==> src/rtl/bcd_pkg.sv <==
package bcd_pkg;

    typedef enum logic [1:0] {
        ST_IDLE  = 2'd0,
        ST_RDREQ = 2'd1,
        ST_ISSUE = 2'd2,
        ST_WAIT  = 2'd3
    } bcd_state_e;

    localparam logic SEL_PTR  = 1'b0;
    localparam logic SEL_BASE = 1'b1;

endpackage

==> src/rtl/bcd_regs.sv <==
module bcd_regs #(
    parameter int ADDR_W = 32,
    parameter int TBL_W  = 10
) (
    input  logic                    clk,
    input  logic                    rst_n,
    input  logic                    mode_i,
    input  logic                    load_ip_i,
    input  logic [ADDR_W-1:0]       enter_ip_i,
    input  logic                    step_i,
    input  logic                    sw_we_i,
    input  logic                    sw_sel_i,
    input  logic [ADDR_W-1:0]       sw_wdata_i,
    output logic [ADDR_W-1:0]       ip_o,
    output logic [ADDR_W-TBL_W-1:0] base_hi_o,
    output logic                    misalign_o,
    output logic [ADDR_W-1:0]       sw_rdata_o
);
    import bcd_pkg::*;

    typedef struct packed {
        logic [ADDR_W-1:0] ip;
        logic [ADDR_W-1:0] base;
        logic              err;
    } regs_t;

    regs_t r_d, r_q;

    always_comb begin
        r_d = r_q;
        if (load_ip_i) begin
            r_d.ip = enter_ip_i;
        end else if (step_i) begin
            r_d.ip = r_q.ip + ADDR_W'(1);
        end else if (sw_we_i && !mode_i) begin
            if (sw_sel_i == SEL_PTR) begin
                r_d.ip = sw_wdata_i;
            end else if (|sw_wdata_i[TBL_W-1:0]) begin
                r_d.err = 1'b1;
            end else begin
                r_d.base = sw_wdata_i;
            end
        end
    end

    always_ff @(posedge clk) begin
        if (!rst_n) begin
            r_q <= '0;
        end else begin
            r_q <= r_d;
        end
    end

    assign ip_o       = r_q.ip;
    assign base_hi_o  = r_q.base[ADDR_W-1:TBL_W];
    assign misalign_o = r_q.err;
    assign sw_rdata_o = (sw_sel_i == SEL_BASE) ? r_q.base : r_q.ip;

    // pointer advances by one per accepted byte
    a_r5_ip_step: assert property (@(posedge clk) disable iff (!rst_n)
        step_i |=> r_q.ip == $past(r_q.ip) + ADDR_W'(1));

    // error flag is sticky
    a_r9_err_sticky: assert property (@(posedge clk) disable iff (!rst_n)
        r_q.err |=> r_q.err);

    // stored base is always table aligned
    a_r9_base_aligned: assert property (@(posedge clk) disable iff (!rst_n)
        r_q.base[TBL_W-1:0] == '0);

    // base frozen while the mode is active
    a_r10_base_frozen: assert property (@(posedge clk) disable iff (!rst_n)
        mode_i |=> $stable(r_q.base));

endmodule

==> src/rtl/bcd_ctrl.sv <==
module bcd_ctrl #(
    parameter int OP_W = 8
) (
    input  logic            clk,
    input  logic            rst_n,
    input  logic            enter_i,
    input  logic            bm_valid_i,
    input  logic [OP_W-1:0] bm_data_i,
    input  logic            retire_i,
    input  logic            retire_branch_i,
    output logic            mode_o,
    output logic            load_ip_o,
    output logic            step_o,
    output logic            bm_req_o,
    output logic            fetch_valid_o,
    output logic [OP_W-1:0] opcode_o
);
    import bcd_pkg::*;

    typedef struct packed {
        bcd_state_e      state;
        logic [OP_W-1:0] opcode;
    } ctrl_t;

    ctrl_t c_d, c_q;

    always_comb begin
        c_d       = c_q;
        load_ip_o = 1'b0;
        step_o    = 1'b0;
        case (c_q.state)
            ST_IDLE: begin
                if (enter_i) begin
                    c_d.state = ST_RDREQ;
                    load_ip_o = 1'b1;
                end
            end
            ST_RDREQ: begin
                if (bm_valid_i) begin
                    c_d.opcode = bm_data_i;
                    c_d.state  = ST_ISSUE;
                    step_o     = 1'b1;
                end
            end
            ST_ISSUE: begin
                c_d.state = ST_WAIT;
            end
            ST_WAIT: begin
                if (retire_i) begin
                    c_d.state = retire_branch_i ? ST_IDLE : ST_RDREQ;
                end
            end
            default: c_d.state = ST_IDLE;
        endcase
    end

    always_ff @(posedge clk) begin
        if (!rst_n) begin
            c_q <= '{state: ST_IDLE, opcode: '0};
        end else begin
            c_q <= c_d;
        end
    end

    assign mode_o        = (c_q.state != ST_IDLE);
    assign bm_req_o      = (c_q.state == ST_RDREQ);
    assign fetch_valid_o = (c_q.state == ST_ISSUE);
    assign opcode_o      = c_q.opcode;

    // a branch retire ends the mode
    a_r8_branch_exit: assert property (@(posedge clk) disable iff (!rst_n)
        (c_q.state == ST_WAIT && retire_i && retire_branch_i) |=> !mode_o);

    // a non-branch retire starts the next read
    a_r7_continue: assert property (@(posedge clk) disable iff (!rst_n)
        (c_q.state == ST_WAIT && retire_i && !retire_branch_i) |=> bm_req_o);

    // entering raises a read on the next cycle
    a_r2_enter_reads: assert property (@(posedge clk) disable iff (!rst_n)
        (!mode_o && enter_i) |=> (mode_o && bm_req_o));

endmodule

==> src/rtl/bc_dispatch_unit.sv <==
module bc_dispatch_unit #(
    parameter int ADDR_W     = 32,
    parameter int OP_W       = 8,
    parameter int INSN_BYTES = 4
) (
    input  logic              clk,
    input  logic              rst_n,
    input  logic              enter_i,
    input  logic [ADDR_W-1:0] enter_ip_i,
    input  logic              sw_we_i,
    input  logic              sw_sel_i,
    input  logic [ADDR_W-1:0] sw_wdata_i,
    output logic [ADDR_W-1:0] sw_rdata_o,
    output logic              misalign_o,
    output logic              mode_o,
    output logic              bm_req_o,
    output logic [ADDR_W-1:0] bm_addr_o,
    input  logic              bm_valid_i,
    input  logic [OP_W-1:0]   bm_data_i,
    output logic              fetch_valid_o,
    output logic [ADDR_W-1:0] fetch_addr_o,
    input  logic              retire_i,
    input  logic              retire_branch_i
);
    localparam int SLOT_W = $clog2(INSN_BYTES);
    localparam int TBL_W  = OP_W + SLOT_W;

    logic                    load_ip, step;
    logic [OP_W-1:0]         opcode;
    logic [ADDR_W-1:0]       ip;
    logic [ADDR_W-TBL_W-1:0] base_hi;

    bcd_ctrl #(.OP_W(OP_W)) i_ctrl (
        .clk            (clk),
        .rst_n          (rst_n),
        .enter_i        (enter_i),
        .bm_valid_i     (bm_valid_i),
        .bm_data_i      (bm_data_i),
        .retire_i       (retire_i),
        .retire_branch_i(retire_branch_i),
        .mode_o         (mode_o),
        .load_ip_o      (load_ip),
        .step_o         (step),
        .bm_req_o       (bm_req_o),
        .fetch_valid_o  (fetch_valid_o),
        .opcode_o       (opcode)
    );

    bcd_regs #(.ADDR_W(ADDR_W), .TBL_W(TBL_W)) i_regs (
        .clk        (clk),
        .rst_n      (rst_n),
        .mode_i     (mode_o),
        .load_ip_i  (load_ip),
        .enter_ip_i (enter_ip_i),
        .step_i     (step),
        .sw_we_i    (sw_we_i),
        .sw_sel_i   (sw_sel_i),
        .sw_wdata_i (sw_wdata_i),
        .ip_o       (ip),
        .base_hi_o  (base_hi),
        .misalign_o (misalign_o),
        .sw_rdata_o (sw_rdata_o)
    );

    assign bm_addr_o    = ip;
    assign fetch_addr_o = {base_hi, opcode, {SLOT_W{1'b0}}};

    // pending read holds its request and address
    a_r3_read_hold: assert property (@(posedge clk) disable iff (!rst_n)
        (bm_req_o && !bm_valid_i) |=> (bm_req_o && $stable(bm_addr_o)));

    // no handler fetch while a read is pending
    a_r3_no_fetch_in_read: assert property (@(posedge clk) disable iff (!rst_n)
        bm_req_o |-> !fetch_valid_o);

    // one fetch pulse right after each accepted byte
    a_r6_fetch_follows: assert property (@(posedge clk) disable iff (!rst_n)
        (bm_req_o && bm_valid_i) |=> fetch_valid_o);

    a_r6_single_pulse: assert property (@(posedge clk) disable iff (!rst_n)
        fetch_valid_o |=> !fetch_valid_o);

    // handler address keeps the base above the table and a zero slot offset
    a_r4_addr_shape: assert property (@(posedge clk) disable iff (!rst_n)
        fetch_valid_o |-> (fetch_addr_o[ADDR_W-1:TBL_W] == base_hi &&
                           fetch_addr_o[SLOT_W-1:0] == '0));

endmodule

==> config.mk <==
export PLATFORM = sky130hd
export DESIGN_NAME = bc_dispatch_unit
export DESIGN_NICKNAME = d
export VERILOG_FILES = /design/src/rtl/bcd_pkg.sv /design/src/rtl/bcd_regs.sv /design/src/rtl/bcd_ctrl.sv /design/src/rtl/bc_dispatch_unit.sv
export SDC_FILE = /design/constraint.sdc
export NUM_CORES = 1
export LEC_CHECK = 0
export BUFFER_PORTS_ARGS = -buffer_cell sky130_fd_sc_hd__clkbuf_2
export CAP_MARGIN = 25
export CORE_MARGIN = 3
export CORE_UTILIZATION = 35
export DETAILED_ROUTE_END_ITERATION = 6
export PLACE_DENSITY = 0.57
export SLEW_MARGIN = 20
export SYNTH_ARGS = -nofsm -noshare
export SYNTH_HDL_FRONTEND = slang
export SYNTH_SLANG_ARGS = --single-unit
==> constraint.sdc <==
create_clock -name clk -period 2.1 [get_ports clk]
set_input_delay 0.21 -clock clk [delete_from_list [all_inputs] [get_ports clk]]
set_output_delay 0.21 -clock clk [all_outputs]
set_load 0.005 [all_outputs]
== Word level (Yosys, flattened, before mapping) ==
Cells that the tools add are included.
Cells by class
  equality and inequality tests: 7
  reductions and logical operators: 11
  add/sub/neg operators: 1
  bitwise logic cells: 3
  multiplexer cells: 17
Operator list (number)
  $mux 32: 5
  $mux 65: 1
  $mux 33: 1
  $add 32x1->32 const B: 1
  $mux 10: 1
  $reduce_and 5->1: 2
  $reduce_or 10->1: 1
  $pmux 2 s4: 1
  $mux 1: 6
  $eq 2x2->1 const B: 2
  $mux 2: 2
  $ne 2x2->1 const B: 2
  $reduce_and 2->1: 2
  $ne 3x1->1 const B: 1
  $not 1->1: 3
  $reduce_and 3->1: 1
  $reduce_bool 3->1: 1
  $eq 2x1->1 const B: 1
  $logic_not 2->1: 1
  $ne 2x1->1 const B: 1
  $reduce_bool 2->1: 1
  $logic_and 1x1->1: 1
  $logic_not 1->1: 1
Word-level totals
  input port bits: 80
  register bits after elaboration: 75
  word-level logic and storage cells: 44
  output and inout bits: 100

== Longest topological paths before layout ==
  depth in word-level cells: 6
  mapped depth: 7

== Modules after synthesis ==
From an unflattened synthesis, not the netlist that was laid out.
Second synthesis, totals
  cells, all modules: 656
  area, all modules: 5128.7 um^2
Modules (own cells, without submodules)
  bcd_regs: area each 4610.7 um^2, times used 1, seq. area each 1301.2 um^2, cells each 597
  bcd_ctrl: area each 499.2 um^2, times used 1, seq. area each 200.2 um^2, cells each 56
  bc_dispatch_unit: area each 18.8 um^2, times used 1, seq. area each 0.0 um^2, cells each 3

== Worst setup path before layout ==
Ideal clock, no wire load.
  path type: flip-flop to flip-flop
  start: register i_regs.r_q, in the netlist i_regs.ip_o[2]
  end: register i_regs.r_q, in the netlist i_regs.ip_o[25]
  clock period less this slack: 1.857 ns
  data arrival time: 1.753 ns
  slack: 0.243 ns
  stages on the path, launching flop included: 7
  library setup time: 0.103 ns
  path buffers: 1
  required time: 1.997 ns
  cell sequence: dfxtp_1 > nand3_2 > or4_4 > buf_6 > nor4_4 > o21ai_2 > a2111oi_2
On the way
  cells in the longest elaborated chain, start to end: 3
Ends and longest elaborated chain
  start, declared: line bcd_regs.sv:27  | regs_t r_d, r_q;
  start signal, assigned: line bcd_regs.sv:50  | r_q <= r_d;
  $add 32x1->32: line bcd_regs.sv:34  | r_d.ip = r_q.ip + ADDR_W'(1);
  $mux 32: line bcd_regs.sv:33  | end else if (step_i) begin
  $mux 32: line bcd_regs.sv:31  | if (load_ip_i) begin
Every way passes these cells.
A chain may end at the register's enable or synchronous reset.

== Final worst setup path ==
  start: register i_regs.r_q, in the netlist i_regs.ip_o[14]
  end: register i_regs.r_q, in the netlist i_regs.ip_o[26]
The elaborated chain is that of the path after synthesis.

==> flow_summary.toml <==
[critical_path]
critPathBufInv = 0
worstSetupStartpointType = "register"
endpoint_kind = "register"
worstPathRequired_ns = 2.32
crit_type = "reg2reg"
r2r_slack_ns = 0.11
crit_chain = "nand3_1 > or4_1 > o31a_1 > o21ai_0 > a21oi_1"
critPathTopFamily = "simple AND/OR/NAND/NOR gates"
slowest_delay_ns = 0.63
crit_arrival_ns = 2.21
slowest_stage = "or4_1"
cp_max_fo = 6
reg2reg_to = "i_regs.ip_o[26]"
regToRegStartpoint = "i_regs.ip_o[14]"
reg2regPathDepth = 5

[synthesis]
ys_seq_elements = 75
ys.flop_type = "dfxtp_1"
synth-seq-area-share_pct = 32.3
synth_area_per_cell_um2 = 7.86
synthTopCellsByArea = "dfxtp_1 32%, buf_4 10%, nand2_1 7.0%"
ys_async_sr_fraction_pct = 0
syn-cell-area_um2 = 4650
synth_area_leader_cell = "dfxtp_1"
yosysWarningCount = 0
syn_inst = 592
synth_top_area_share_pct = 32.3
synth_edf_count = 0
synth_cell_types = 63

[clocking]
cts.clk_slew.worst_paths_ns = 0.06
cts_sinks = 75
cts_tree = "yes"
cts_made_buffers = 9
cts_setup_buffers = 0
ctsRootBufferMaster = "clkbuf_16"
clock_path_buffers = 2
postCtsResizedCells = 0
hold_buffers = 0
clock_latency_ns = 0.34
htreeDepth = 3

[detailed_routing]
drtIter0Drc = 335
dr.pass1.iters = 5
viasPerCell = 5.43
final_antenna_net_count = 0
wl_mm = 16.2
drc = 0
via_count = 4863
wire_per_inst_um = 18.0

[floorplanning]
die_h_um = 121
ios = 180
die_w_um = 121
initial_utilization_pct = 36.3
fp.coreArea_um2 = 12800
rows = 41
die_area_um2 = 14700

[timing]
slew_viol_final = 0
finalSetupViolations = 0
fmax_mhz = 503
hold_violations = 0
tightest_slew_ns = 0.641
finalCritPeriodShare_pct = 94.7
rsz0062_at_grt = "no"
holdWs_ns = 0.0895
worst_slew_margin_rel_pct = 57.2
fin_setup_tns_ns = 0
post-route-min-period_ns = 1.99
finalClockSkew_ns = 0.00787

[placed_design]
globalplace.congestion = 0.874
placed_cell_area_um2 = 5500
port_buffers = 177
dpl.hpwl_mm = 12.2

[cells_and_area]
n_antenna_cell = 0
layout-drive-gt1-share_pct = 38.3
nets = 801
fin_util_pct = 45.1
multi_input_area_um2 = 2470
ff_latch_area_um2 = 1500
syn_to_final_growth_pct = 24.1
fin_area_um2 = 5780
n_fill_cell = 1348

[power_and_ir_drop]
p_leak_nw = 2.54
power_w = 0.00401
power_density_nw_per_um2 = 693
peakVddDrop_mv = 0.400

[global_route]
grtUsageTotal_pct = 21.7
grt_antenna_before_repair = 0
gr-total-overflow = 0
grt_first_pass_wirelength_mm = 25.1
first_global_vias = 4558
grt_max_degree = 43

[min_path]
hold_path_end = "i_ctrl.opcode_o[6]"
whs_path_depth = 3
hold_path.class = "in2reg"
hp-start = "bm_data_i[6]"

[status]
status = "complete, no violations"

[flow_run]
cap_violations = 0
[metrics by stage]
stage / worst slack, ns / instances
6_report: 0.111 / 896
5_1_grt: 0.0135 / 896
4_1_cts: 0.179 / 896
3_5_place_dp: 0.187 / 881
3_3_place_gp: 0.232 / 881
2_1_floorplan: 0.243 / 593
[cells by family (layout without fill, tap and decap cells)]
logic type               count (synthesis)  after routing  synth area share, %
AO/OA/AOI/OAI                          167            167                 23.5
XOR/XNOR                                 8              8                 1.51
adder cells (fa/ha/maj)                  1              1                0.269
buffers and inverters                  118            249                 15.0
flip-flops                              75             75                 32.3
multiplexers                            24             24                 5.81
other                                    1              2               0.0806
AND/OR/NAND/NOR                        198            198                 21.6
[cells in the mapped netlist, drive strengths merged, types with 3 or more instances]
cell and count:
buf 73, nand4 12, a21oi 55, and3 17, xnor2 7, nand3 15, a221o 4, nor4 10
a22oi 13, nand2 87, o22ai 6, inv 10, o32a 3, a211oi 6, a221oi 8, nor3 10
and2 3, o21ai 37, and4 5, a31oi 7, mux2 24, dfxtp 75, o31a 3, nor2b 3
nor2 25, clkbuf 35
[worst max path at each step]
stage / start / to / slack (ns) / depth (start not counted)
after global placement: i_regs.ip_o[14] / i_regs.ip_o[20] / 0.23 / 5
after detailed placement: i_regs.ip_o[0] / i_regs.ip_o[26] / 0.19 / 6
after global routing: register / i_regs.ip_o[16] / 0.01 / 5
after floorplan: i_regs.ip_o[2] / i_regs.ip_o[25] / 0.24 / 6
final: i_regs.ip_o[14] / i_regs.ip_o[26] / 0.11 / 5
after CTS: i_regs.ip_o[0] / i_regs.ip_o[26] / 0.18 / 6
[area by class of cell]
class	count	area share, %
inverters	10	0.650
clock inverters	3	0.693
well taps	172	3.72
flip-flops and latches	75	26.0
repair buffers	224	22.1
clock buffers	12	4.09
multi-input cells	400	42.8
[where the power goes]
part	leakage (nW)	internal (W)	switching [W]
clock network	0.136	0.000911	0.000589
logic	1.79	0.000420	0.000496
registers	0.610	0.00150	0.0000904
[cell usage in the layout (no fill, tap or decap), types with 10 or more instances in the layout]
cell and instances:
mux2_2 24, a21oi_1 55, clkbuf_2 177, nor3_1 10, buf_4 44, o21ai_0 36, a22oi_1 13, nand2_1 87
nor2_1 24, dfxtp_1 75, nand3_1 13, nand4_1 11, and3_1 17
[per-layer routing]
| layer | track usage, % | wire [um] | part of all wire (%) |
|---|---|---|---|
| met2 | 33.9 | 7430 | 46 |
| met4 | 5.18 | 170 | 1.1 |
| met5 | 0 | 0 | 0 |
| met1 | 30.5 | 7430 | 46 |
| met3 | 4.71 | 1130 | 7.0 |
[registers in the layout (all words and copies together), names as in the netlist, named ones only]
| name | cells |
|---|---|
| i_ctrl.c_q | 1 |
| i_ctrl.opcode_o | 8 |
| i_regs.base_hi_o | 22 |
| i_regs.ip_o | 32 |
| i_regs.misalign_o | 1 |
| i_regs.r_q | 10 |
[worst register-to-register path, stage by stage (launching register included)]
cell     delay, ns
dfxtp_1       0.47
nand3_1       0.17
or4_1         0.63
o31a_1        0.31
o21ai_0       0.20
a21oi_1       0.09
Note: power is estimated with default switching activity, not from simulation.
